$ cat config.mk
export PLATFORM = sky130hd
export DESIGN_NAME = capbuf_top
export DESIGN_NICKNAME = d
export VERILOG_FILES = /design/src/rtl/capbuf_pkg.sv /design/src/rtl/capbuf_mem.sv /design/src/rtl/capbuf_ptrs.sv /design/src/rtl/capbuf_host.sv /design/src/rtl/capbuf_top.sv
export SDC_FILE = /design/constraint.sdc
export NUM_CORES = 2
export LEC_CHECK = 0
export BUFFER_PORTS_ARGS = -buffer_cell sky130_fd_sc_hd__buf_2
export CAP_MARGIN = 20
export CORE_ASPECT_RATIO = 0.8
export CORE_MARGIN = 2
export CORE_UTILIZATION = 57
export DETAILED_ROUTE_END_ITERATION = 16
export GPL_ROUTABILITY_DRIVEN = 0
export HOLD_SLACK_MARGIN = 0.05
export PLACE_DENSITY = 0.76
export SLEW_MARGIN = 20
export SYNTH_ARGS = -nofsm -noshare
export SYNTH_HDL_FRONTEND = slang
export SYNTH_SLANG_ARGS = --single-unit
export TNS_END_PERCENT = 100
$ cat constraint.sdc
create_clock -name clk -period 5.6 [get_ports clk]
set_input_delay 0.56 -clock clk [delete_from_list [all_inputs] [get_ports clk]]
set_output_delay 0.56 -clock clk [all_outputs]
set_load 0.05 [all_outputs]
$ cat src/rtl/capbuf_pkg.sv
package capbuf_pkg;
  typedef enum logic [2:0] {
    REG_DATA  = 3'd0,
    REG_WPTR  = 3'd1,
    REG_RPTR  = 3'd2,
    REG_CTRL  = 3'd3,
    REG_ISTAT = 3'd4,
    REG_IEN   = 3'd5
  } reg_idx_e;

  localparam int ST_LEVEL = 0;
  localparam int ST_OVR   = 1;
  localparam int ST_EXT   = 2;
  localparam int NSRC     = 3;

  // keep the 16 most significant valid bits of a right-justified sample
  function automatic logic [15:0] pick_word(input logic [23:0] s, input logic [1:0] w);
    case (w)
      2'd0:    return s[15:0];
      2'd1:    return s[17:2];
      2'd2:    return s[19:4];
      default: return s[23:8];
    endcase
  endfunction
endpackage

$ cat src/rtl/capbuf_mem.sv
module capbuf_mem #(
  parameter int AW = 8,
  parameter int DW = 16
) (
  input  logic          clk,
  input  logic          we,
  input  logic [AW-1:0] waddr,
  input  logic [DW-1:0] wdata,
  input  logic          re,
  input  logic [AW-1:0] raddr,
  output logic [DW-1:0] rdata
);
  localparam int DEPTH = 1 << AW;
  logic [DW-1:0] mem [DEPTH];

  always_ff @(posedge clk) begin
    if (we) mem[waddr] <= wdata;
    if (re) rdata <= mem[raddr];
  end
endmodule

$ cat src/rtl/capbuf_ptrs.sv
module capbuf_ptrs #(
  parameter int AW = 8
) (
  input  logic          clk,
  input  logic          rst,
  input  logic          clr,
  input  logic          push_req,
  input  logic          pop_req,
  input  logic [1:0]    lvl_code,
  output logic [AW-1:0] wp,
  output logic [AW-1:0] rp,
  output logic [AW:0]   fill,
  output logic          empty,
  output logic          push_ok,
  output logic          lvl_evt,
  output logic          ovr_evt
);
  localparam int DEPTH = 1 << AW;
  localparam logic [AW:0] FULL_CNT = (AW+1)'(DEPTH);
  localparam logic [AW:0] M8 = (AW+1)'((DEPTH / 8) - 1);
  localparam logic [AW:0] M4 = (AW+1)'((DEPTH / 4) - 1);
  localparam logic [AW:0] M2 = (AW+1)'((DEPTH / 2) - 1);

  logic [AW:0] wp_q, rp_q, wp_n, rp_n, fill_n, step_m1;
  logic full, pop_ok;

  assign fill    = wp_q - rp_q;
  assign full    = (fill == FULL_CNT);
  assign empty   = (fill == '0);
  assign push_ok = push_req && !full && !clr;
  assign ovr_evt = push_req && full && !clr;
  assign pop_ok  = pop_req && !empty && !clr;
  assign wp_n    = wp_q + (AW+1)'(push_ok);
  assign rp_n    = rp_q + (AW+1)'(pop_ok);
  assign fill_n  = wp_n - rp_n;

  always_comb begin
    case (lvl_code)
      2'd1:    step_m1 = M8;
      2'd2:    step_m1 = M4;
      default: step_m1 = M2;
    endcase
  end

  assign lvl_evt = push_ok && (lvl_code != 2'd0) && ((fill_n & step_m1) == '0);

  always_ff @(posedge clk) begin
    if (rst || clr) begin
      wp_q <= '0;
      rp_q <= '0;
    end else begin
      wp_q <= wp_n;
      rp_q <= rp_n;
    end
  end

  assign wp = wp_q[AW-1:0];
  assign rp = rp_q[AW-1:0];
endmodule

$ cat src/rtl/capbuf_host.sv
module capbuf_host
  import capbuf_pkg::*;
#(
  parameter int AW = 8
) (
  input  logic          clk,
  input  logic          rst,
  input  logic [2:0]    reg_addr,
  input  logic          reg_wr,
  input  logic          reg_rd,
  input  logic [15:0]   reg_wdata,
  input  logic [AW-1:0] wp,
  input  logic [AW-1:0] rp,
  input  logic          empty,
  input  logic          lvl_evt,
  input  logic          ovr_evt,
  input  logic          ext_evt,
  output logic          cap_en,
  output logic [1:0]    fmt,
  output logic [1:0]    lvl_code,
  output logic          clr,
  output logic          pop_req,
  output logic [15:0]   reg_q,
  output logic          sel_mem,
  output logic          irq
);
  logic [NSRC-1:0] stat_q, stat_n, ev, en_n;
  logic            ovr_en, ext_en;
  logic [3:0]      ien_n;
  logic            rd_stat;

  assign clr     = reg_wr && (reg_addr == REG_CTRL) && reg_wdata[1];
  assign pop_req = reg_rd && (reg_addr == REG_DATA);
  assign rd_stat = reg_rd && (reg_addr == REG_ISTAT);

  assign ev[ST_LEVEL] = lvl_evt;
  assign ev[ST_OVR]   = ovr_evt;
  assign ev[ST_EXT]   = ext_evt;

  generate
    for (genvar i = 0; i < NSRC; i++) begin : g_src
      logic kill;
      assign kill      = rd_stat || (clr && (i != ST_EXT));
      assign stat_n[i] = ev[i] || (stat_q[i] && !kill);
    end
  endgenerate

  assign ien_n = (reg_wr && reg_addr == REG_IEN) ? reg_wdata[3:0]
                                                 : {ext_en, ovr_en, lvl_code};
  assign en_n[ST_LEVEL] = |ien_n[1:0];
  assign en_n[ST_OVR]   = ien_n[2];
  assign en_n[ST_EXT]   = ien_n[3];

  always_ff @(posedge clk) begin
    if (rst) begin
      stat_q   <= '0;
      cap_en   <= 1'b0;
      fmt      <= 2'd0;
      lvl_code <= 2'd0;
      ovr_en   <= 1'b0;
      ext_en   <= 1'b0;
      reg_q    <= '0;
      sel_mem  <= 1'b0;
      irq      <= 1'b0;
    end else begin
      stat_q <= stat_n;
      {ext_en, ovr_en, lvl_code} <= ien_n;
      irq <= |(stat_n & en_n);
      if (reg_wr && reg_addr == REG_CTRL) begin
        cap_en <= reg_wdata[0];
        fmt    <= reg_wdata[3:2];
      end
      if (reg_rd) begin
        sel_mem <= (reg_addr == REG_DATA) && !empty;
        case (reg_addr)
          REG_WPTR:  reg_q <= 16'(wp);
          REG_RPTR:  reg_q <= 16'(rp);
          REG_CTRL:  reg_q <= {12'd0, fmt, 1'b0, cap_en};
          REG_ISTAT: reg_q <= {13'd0, stat_q};
          REG_IEN:   reg_q <= {12'd0, ext_en, ovr_en, lvl_code};
          default:   reg_q <= '0;
        endcase
      end
    end
  end
endmodule

$ cat src/rtl/capbuf_top.sv
module capbuf_top
  import capbuf_pkg::*;
#(
  parameter int AW = 8
) (
  input  logic        clk,
  input  logic        rst,
  input  logic        smp_valid,
  input  logic [23:0] smp_data,
  input  logic        ext_evt,
  input  logic [2:0]  reg_addr,
  input  logic        reg_wr,
  input  logic        reg_rd,
  input  logic [15:0] reg_wdata,
  output logic [15:0] reg_rdata,
  output logic        irq
);
  logic [AW-1:0] wp, rp;
  logic [AW:0]   fill;
  logic          empty, push_ok, lvl_evt, ovr_evt;
  logic          cap_en, clr, pop_req, sel_mem, push_req;
  logic [1:0]    fmt, lvl_code;
  logic [15:0]   reg_q, mem_q;

  assign push_req = smp_valid && cap_en;

  capbuf_ptrs #(.AW(AW)) u_ptrs (
    .clk(clk), .rst(rst), .clr(clr), .push_req(push_req), .pop_req(pop_req),
    .lvl_code(lvl_code), .wp(wp), .rp(rp), .fill(fill), .empty(empty),
    .push_ok(push_ok), .lvl_evt(lvl_evt), .ovr_evt(ovr_evt)
  );

  capbuf_mem #(.AW(AW), .DW(16)) u_mem (
    .clk(clk), .we(push_ok), .waddr(wp), .wdata(pick_word(smp_data, fmt)),
    .re(pop_req), .raddr(rp), .rdata(mem_q)
  );

  capbuf_host #(.AW(AW)) u_host (
    .clk(clk), .rst(rst), .reg_addr(reg_addr), .reg_wr(reg_wr), .reg_rd(reg_rd),
    .reg_wdata(reg_wdata), .wp(wp), .rp(rp), .empty(empty), .lvl_evt(lvl_evt),
    .ovr_evt(ovr_evt), .ext_evt(ext_evt), .cap_en(cap_en), .fmt(fmt),
    .lvl_code(lvl_code), .clr(clr), .pop_req(pop_req), .reg_q(reg_q),
    .sel_mem(sel_mem), .irq(irq)
  );

  assign reg_rdata = sel_mem ? mem_q : reg_q;
endmodule

Yosys cells after proc, flatten, opt, wreduce, memory -nomap -nowiden
Memory sizes are Yosys's and may differ from the RTL's. A register that Yosys moved wholly into a read port is not among the register bits. Cells that the tools add are included.

Add/sub/neg operators: 4. Bitwise operators: 2. Mux-type cells: 7. Reduce and logical (&&, ||, !) cells: 35. Eq/ne operators: 10.

Operators by type and width (number): 16-bit case mux with 3 select lines (1); 8-bit case mux with 5 select lines (1); 9-bit by 1-bit adder with 9-bit output (2); 1-bit logical AND (18); 9-bit logical NOT (2); 9-bit subtractor (2); 16-bit 2-to-1 mux (1); 7-bit case mux with 2 select lines (1); 9-bit by 7-bit AND with 9-bit output (1); 9-bit == test (second input constant) (1); 3-bit by 2-bit == test with 1-bit output (second input constant) (2); 3-bit == test (second input constant) (2); 1-bit logical NOT (5); 1-bit logical OR (5); 2-bit by 1-bit == test with 1-bit output (second input constant) (2); 2-bit == test (second input constant) (2); 4-bit 2-to-1 mux (1); 3-bit AND (1); 3-bit by 1-bit == test with 1-bit output (second input constant) (1); 3-bit logical NOT (1); 3-bit OR reduction (1); 2-bit logical NOT (1); 1-bit 2-to-1 mux (2); 2-bit nonzero test (1); 2-bit OR reduction (1).

Word-level logic and storage cells: 70. Memories: 1. Output and inout port bits: 17. Bits in registers: 46. Memory bits (writable): 4096. Bits of input ports: 49.

Memories: u_mem.mem (words 256, width 16, rd ports 1, clocked after memory_dff 1, wr ports 1, RTL line capbuf_mem.sv:14) `logic [DW-1:0] mem [DEPTH];`.

Depth between registers and ports, before layout
Depth in word-level cells: 13. Depth in mapped cells: 25. Depth with buffers taken out: 20.

Hierarchy
Synthesis repeated with hierarchy kept, for this count alone.

Cell total of the unflattened synthesis: 7711. Area total of the unflattened synthesis: 162155.5 sq um.

By module, submodules not included: capbuf_mem (times used 1, cells each 7360, area each 158874.9 sq um, seq. area each 123478.4 sq um); capbuf_ptrs (times used 1, cells each 189, area each 1556.5 sq um, seq. area each 360.3 sq um); capbuf_host (times used 1, cells each 123, area each 1099.8 sq um, seq. area each 400.4 sq um); capbuf_top (times used 1, cells each 39, area each 624.3 sq um, seq. area each 0.0 sq um).

Least setup slack after synthesis
OpenSTA, ideal clock, no wires.

Path kind: input to register. Start: in reg_addr[2]. End: reg u_host.irq. Library setup time: 79 ps. Buffers on the path: 2. Stages: 16. Slack: 249 ps. Data required time: 5521 ps. Arrival time: 5272 ps. Path through: clkbuf_1 -> clkbuf_1 -> nor4b_1 -> o21ai_0 -> inv_1 -> ha_1 -> ha_1 -> inv_1 -> ha_1 -> nor2b_1 -> o21a_1 -> o21a_1 -> or3_1 -> a221oi_1 -> o2111ai_1 -> o211ai_1.

Elaborated cells on any way between the ends: 34. Classes of those cells: add/sub (3); eq/ne (3); mux (1); bitwise (2); reduce/logical (25).

RTL lines: start, declared (RTL line capbuf_top.sv:11) `input logic [2:0] reg_addr,`; 3-bit logical NOT (RTL line capbuf_host.sv:33) `assign pop_req = reg_rd && (reg_addr == REG_DATA);`; 1-bit logical AND (RTL line capbuf_host.sv:33); via pop_req (RTL line capbuf_top.sv:21) `logic cap_en, clr, pop_req, sel_mem, push_req;`; 1-bit logical AND (2 in series) (RTL line capbuf_ptrs.sv:32) `assign pop_ok = pop_req && !empty && !clr;`; 9-bit by 1-bit adder with 9-bit output (RTL line capbuf_ptrs.sv:34) `assign rp_n = rp_q + (AW+1)'(pop_ok);`; via u_ptrs.rp_n[1] (RTL line capbuf_ptrs.sv:24) `logic [AW:0] wp_q, rp_q, wp_n, rp_n, fill_n, step_m1;`; 9-bit subtractor (RTL line capbuf_ptrs.sv:35) `assign fill_n = wp_n - rp_n;`; 9-bit by 7-bit AND with 9-bit output (RTL line capbuf_ptrs.sv:45) `assign lvl_evt = push_ok && (lvl_code != 2'd0) && ((fill_n & step_m1) == '0);`; 9-bit logical NOT (RTL line capbuf_ptrs.sv:45); 1-bit logical AND (RTL line capbuf_ptrs.sv:45); 1-bit logical OR (RTL line capbuf_host.sv:44) `assign stat_n[i] = ev[i] || (stat_q[i] && !kill);`; 3-bit AND (RTL line capbuf_host.sv:68) `irq <= |(stat_n & en_n);`; 3-bit OR reduction (RTL line capbuf_host.sv:68); end signal, assigned (RTL line capbuf_host.sv:68); end, declared (RTL line capbuf_host.sv:25) `output logic irq`.

The timed path passes the listed nets, and every way through them passes these cells. A chain may end at the register's enable or synchronous reset.

Worst setup path in the final report
Start: reg u_ptrs.rp_q[3]. End: reg u_host.irq.

Word-level cells in the longest chain between the ends: 13. Elaborated cells on any way between the ends: 22. Classes of those cells: add/sub (4); eq/ne (1); bitwise (2); reduce/logical (15).

RTL lines: start, declared (RTL line capbuf_ptrs.sv:24); start signal, assigned (RTL line capbuf_ptrs.sv:53) `rp_q <= rp_n;`; 9-bit subtractor (RTL line capbuf_ptrs.sv:27) `assign fill = wp_q - rp_q;`; 9-bit logical NOT (RTL line capbuf_ptrs.sv:29) `assign empty = (fill == '0);`; 1-bit logical NOT (RTL line capbuf_ptrs.sv:32); 1-bit logical AND (2 in series) (RTL line capbuf_ptrs.sv:32); 9-bit by 1-bit adder with 9-bit output (RTL line capbuf_ptrs.sv:34); via u_ptrs.rp_n[1] (RTL line capbuf_ptrs.sv:24); 9-bit subtractor (RTL line capbuf_ptrs.sv:35); 9-bit by 7-bit AND with 9-bit output (RTL line capbuf_ptrs.sv:45); 9-bit logical NOT (RTL line capbuf_ptrs.sv:45); 1-bit logical AND (RTL line capbuf_ptrs.sv:45); 1-bit logical OR (RTL line capbuf_host.sv:44); 3-bit AND (RTL line capbuf_host.sv:68); 3-bit OR reduction (RTL line capbuf_host.sv:68).

The timed path passes the listed nets, and every way through them passes these cells.

==> parameters.txt <==
Parameter                              Value

STA
  Achievable Freq    between 200 and 250 MHz
  Minimum clock period    ~5 ns
  RSZ-0062 raised after global routing    no
  Number of hold violations in the final report    0
  Setup clock skew after layout    0.0526 ns
  Slew at the pin closest to its max-slew limit    about 1.2 ns
  Crit share post-route    0.877
  Setup-violating endpoint count in the final report    0
  Fin. max-slew vios    0
  Final Worst Setup Slack    about 0.69 ns
  Max-slew headroom at the worst pin    0.203
  Total negative slack    0 ns

Place
  Placed wire-length estimate    241 mm
  Port bufs    53
  Pre-CTS setup slack    ~0.8 ns
  Placed Area    roughly 170000 sq um

Final layout
  Core occupancy in the finished layout    0.639
  Layout overhead on the synthesized area    11.7%
  Area of all sequential standard cells    124000 sq um
  Filler cells    17.4k
  Multi-input logic area    34400 sq um
  Area of all placed cells without fillers    around 180000 sq um
  Net count reported at finish    around 7.6k
  Fraction of final layout cells with drive strength greater than 1    0.286

Route
  Detailed Route Iter0 Violations    between 15k and 20k
  Total number of vias    between 80k and 90k
  DRC violation count after routing    0
  Routed wire per std cell    ~37 um
  Post-DRT Antenna Nets    0
  First-pass detailed-route iteration total    6
  Total wire length    approximately 430 mm
  Vias per cell    roughly 7.0

Synth
  Cell variety after synth    72
  Net count after synthesis    roughly 7k
  Cell area after synthesis    around 160000 sq um
  Flop and latch count out of synthesis    roughly 4.2k
  EDFF count, synth    about 4.1k
  Predominant post-synthesis flop cell    sky130_fd_sc_hd__edfxtp_1
  Count of mapped cells out of synthesis    about 7.1k
  Sequential cell area fraction in the yosys report    0.774
  Ys Warns    0
  Post-Synthesis Mean Instance Area    about 23 sq um
  Post-synth ARST share    0

Setup path
  WP data arrival    approximately 5.8 ns
  Data required time of the critical path    6.45 ns
  Class of the most critical setup path    reg2reg
  Crit Reg-Reg Endpoint    u_host.irq$_SDFF_PP0_
  CP startpoint kind    register
  Startpoint of the most critical register-to-register path    u_ptrs.rp_q[3]$_SDFF_PP0_
  Element type at the critical path end    register
  Highest net fanout along the worst path    13
  Cells on worst reg2reg path    19
  R2r setup slk    0.69 ns

Die
  Placement Rows    174
  Floorplan die area    around 290000 sq um
  Y dimension of the die    479 um
  Placeable Area    between 200000 and 300000 sq um
  Boundary Pins    66
  Horiz. Die Dim    around 600 um
  Starting density of the core    0.572

Global route
  Total global routing track utilization    0.301
  Maximum number of pins on one net before global-route repair    193
  Vias in the first global route    just under 80k
  Global-route wire length before repair    approximately 600 mm
  Number of antenna violations at the first check in global routing    31
  Total congestion overflow after global routing    0

Clocking
  Count of cells resized by post-cts repair    0
  CTS tree    yes
  CTS Buffer Depth    4
  Clock latency at the later pin of the worst-skew pair    approximately 0.93 ns
  CTS H-tree depth    5
  Root cell of the clock tree    sky130_fd_sc_hd__clkbuf_16
  CTS clk-pin slew, worst paths    around 0.070 ns
  Setup bufs post-CTS    0
  Inserted Clock Buffers    370
  Clock Sinks    4150

Hold path
  Path class of the lowest-slack min-delay path    in2reg
  Cell depth of the worst hold path    4
  Hold EP    u_host.reg_q[6]$_SDFFE_PP0P_
  Worst Min Path Start    reg_addr[2]

Status
  Result of the run    finished clean

Pwr
  Power density cells    337 nW/um^2
  Overall power of the completed layout    approximately 60 mW
  Max IR drop VDD    308 uV
  Static Leak    ~55 nW

Flow run
  Number of maximum-capacitance violations    0
worst max-delay path, cell delays in order (launching register included):
cell and delay (ns):
sky130_fd_sc_hd__dfxtp_4 0.54, sky130_fd_sc_hd__inv_2 0.08, sky130_fd_sc_hd__ha_1 0.37, sky130_fd_sc_hd__o2111ai_1 0.22
sky130_fd_sc_hd__and2_1 0.23, sky130_fd_sc_hd__o311a_1 0.34, sky130_fd_sc_hd__or2_2 0.30, sky130_fd_sc_hd__o21ai_0 0.28
sky130_fd_sc_hd__inv_1 0.08, sky130_fd_sc_hd__ha_1 0.23, sky130_fd_sc_hd__ha_1 0.29, sky130_fd_sc_hd__inv_1 0.06
sky130_fd_sc_hd__ha_1 0.30, sky130_fd_sc_hd__nor2b_1 0.15, sky130_fd_sc_hd__o21a_1 0.17, sky130_fd_sc_hd__o21a_1 0.18
sky130_fd_sc_hd__or3_1 0.31, sky130_fd_sc_hd__a221oi_1 0.26, sky130_fd_sc_hd__o2111ai_1 0.22, sky130_fd_sc_hd__o211ai_1 0.21
final cells by class:
cell class / instances / area share
flip-flops and latches: 4150 / 0.693
multi-input cells: 2509 / 0.192
clock buffers: 453 / 0.0548
well taps: 3696 / 0.0258
repair buffers: 514 / 0.0237
clock inverters: 212 / 0.0110
inverters: 20 / 0.000460
diodes: 7 / 0.0000976
power breakdown:
part | leakage, nW | switching, mW | internal, mW
clock network | 5.76 | 11.2 | 14.1
registers | 37.3 | 0.00626 | 34.3
logic | 11.8 | 0.798 | 0.112
total | 54.8 | 12.0 | 48.5
worst max path at each step:
stage / cells after the start / slack, ns / startpoint / endpoint
finish: 19 / 0.69 / u_ptrs.rp_q[3]$_SDFF_PP0_ / u_host.irq$_SDFF_PP0_
global route: 19 / 0.50 / u_ptrs.rp_q[3]$_SDFF_PP0_ / u_host.irq$_SDFF_PP0_
CTS: 19 / 0.76 / u_ptrs.rp_q[3]$_SDFF_PP0_ / u_host.irq$_SDFF_PP0_
detailed placement: 19 / 0.79 / u_ptrs.rp_q[3]$_SDFF_PP0_ / u_host.irq$_SDFF_PP0_
global placement: 19 / 0.72 / u_ptrs.rp_q[3]$_SDFF_PP0_ / u_host.irq$_SDFF_PP0_
floorplan: 16 / 0.25 / reg_addr[2] / u_host.irq$_SDFF_PP0_
synthesized netlist by cell type, drive strengths merged (30+ instances only):
| master | instances | share of area |
|---|---|---|
| a21oi | 67 | 0.0021 |
| buf | 253 | 0.011 |
| clkbuf | 160 | 0.0037 |
| mux2i | 299 | 0.019 |
| o22ai | 61 | 0.0024 |
| o221ai | 52 | 0.0028 |
| nor2 | 349 | 0.0082 |
| nand3 | 33 | 0.0010 |
| nand2 | 116 | 0.0027 |
| dfxtp | 38 | 0.0047 |
| mux4 | 1097 | 0.15 |
| edfxtp | 4112 | 0.77 |
| a22oi | 30 | 0.0014 |
| o21ai | 88 | 0.0027 |
registers in the layout, indices dropped and copies added (netlist names), 2 cells and up:
name and flops:
u_host.fmt 2, u_host.lvl_code 2, u_host.reg_q 8, u_host.stat_q 3, u_mem.mem 4096, u_mem.rdata 16
u_ptrs.rp_q 9, u_ptrs.wp_q 9
kinds of logic (layout without fill, tap and decap cells):
kind of cell,after synthesis,count (layout),share of synthesized area
flip-flops,4150,4150,0.774
multiplexers,1411,1411,0.174
AND/OR/NAND/NOR,608,608,0.0161
AO/OA/AOI/OAI,449,449,0.0193
buffers and inverters,433,1199,0.0148
XOR/XNOR,21,21,0.00115
adder cells (fa/ha/maj),20,20,0.00156
other,0,7,0
routing by layer:
| metal | track usage | vias up | share of wire |
|---|---|---|---|
| met5 | 0.00116 | - | 0.00054 |
| met2 | 0.437 | 6717 | 0.45 |
| met3 | 0.105 | 1090 | 0.15 |
| li1 | - | 31100 | - |
| met4 | 0.125 | 34 | 0.050 |
| met1 | 0.422 | 42500 | 0.35 |
through the flow:
step                      hold WS [ns]  std cells
after floorplan                  0.450       7092
after global placement           0.472      10900
after detailed placement         0.476      10900
after CTS                        0.115      11500
after global routing             0.192      11600
final                            0.167      11600
repair_timing:
action	CTS	global route
endpoints found under the setup margin	0	0
hold buffers	13	0
hold endpoints to repair	19	0
cell usage in the layout (no fill, tap or decap), drive strengths merged, types with 7 or more instances in the layout:
master       count
mux2            15
a221oi          29
ha              20
mux4          1097
bufinv          35
o31ai            9
nand3           33
nor3            20
mux2i          299
xnor2           15
dlygate4sd3     13
clkinv         153
buf            501
nor2           349
nand4           19
o211ai          12
and2            17
a211oi          25
o21ai           88
diode            7
nand2          116
inv             30
a22oi           30
and3             7
a2111oi          8
nor2b           20
edfxtp        4112
a21oi           67
clkinvlp        14
a31oi            9
dfxtp           38
o22ai           61
o221ai          52
clkbuf         453
Note: power is estimated with default switching activity, not from simulation.
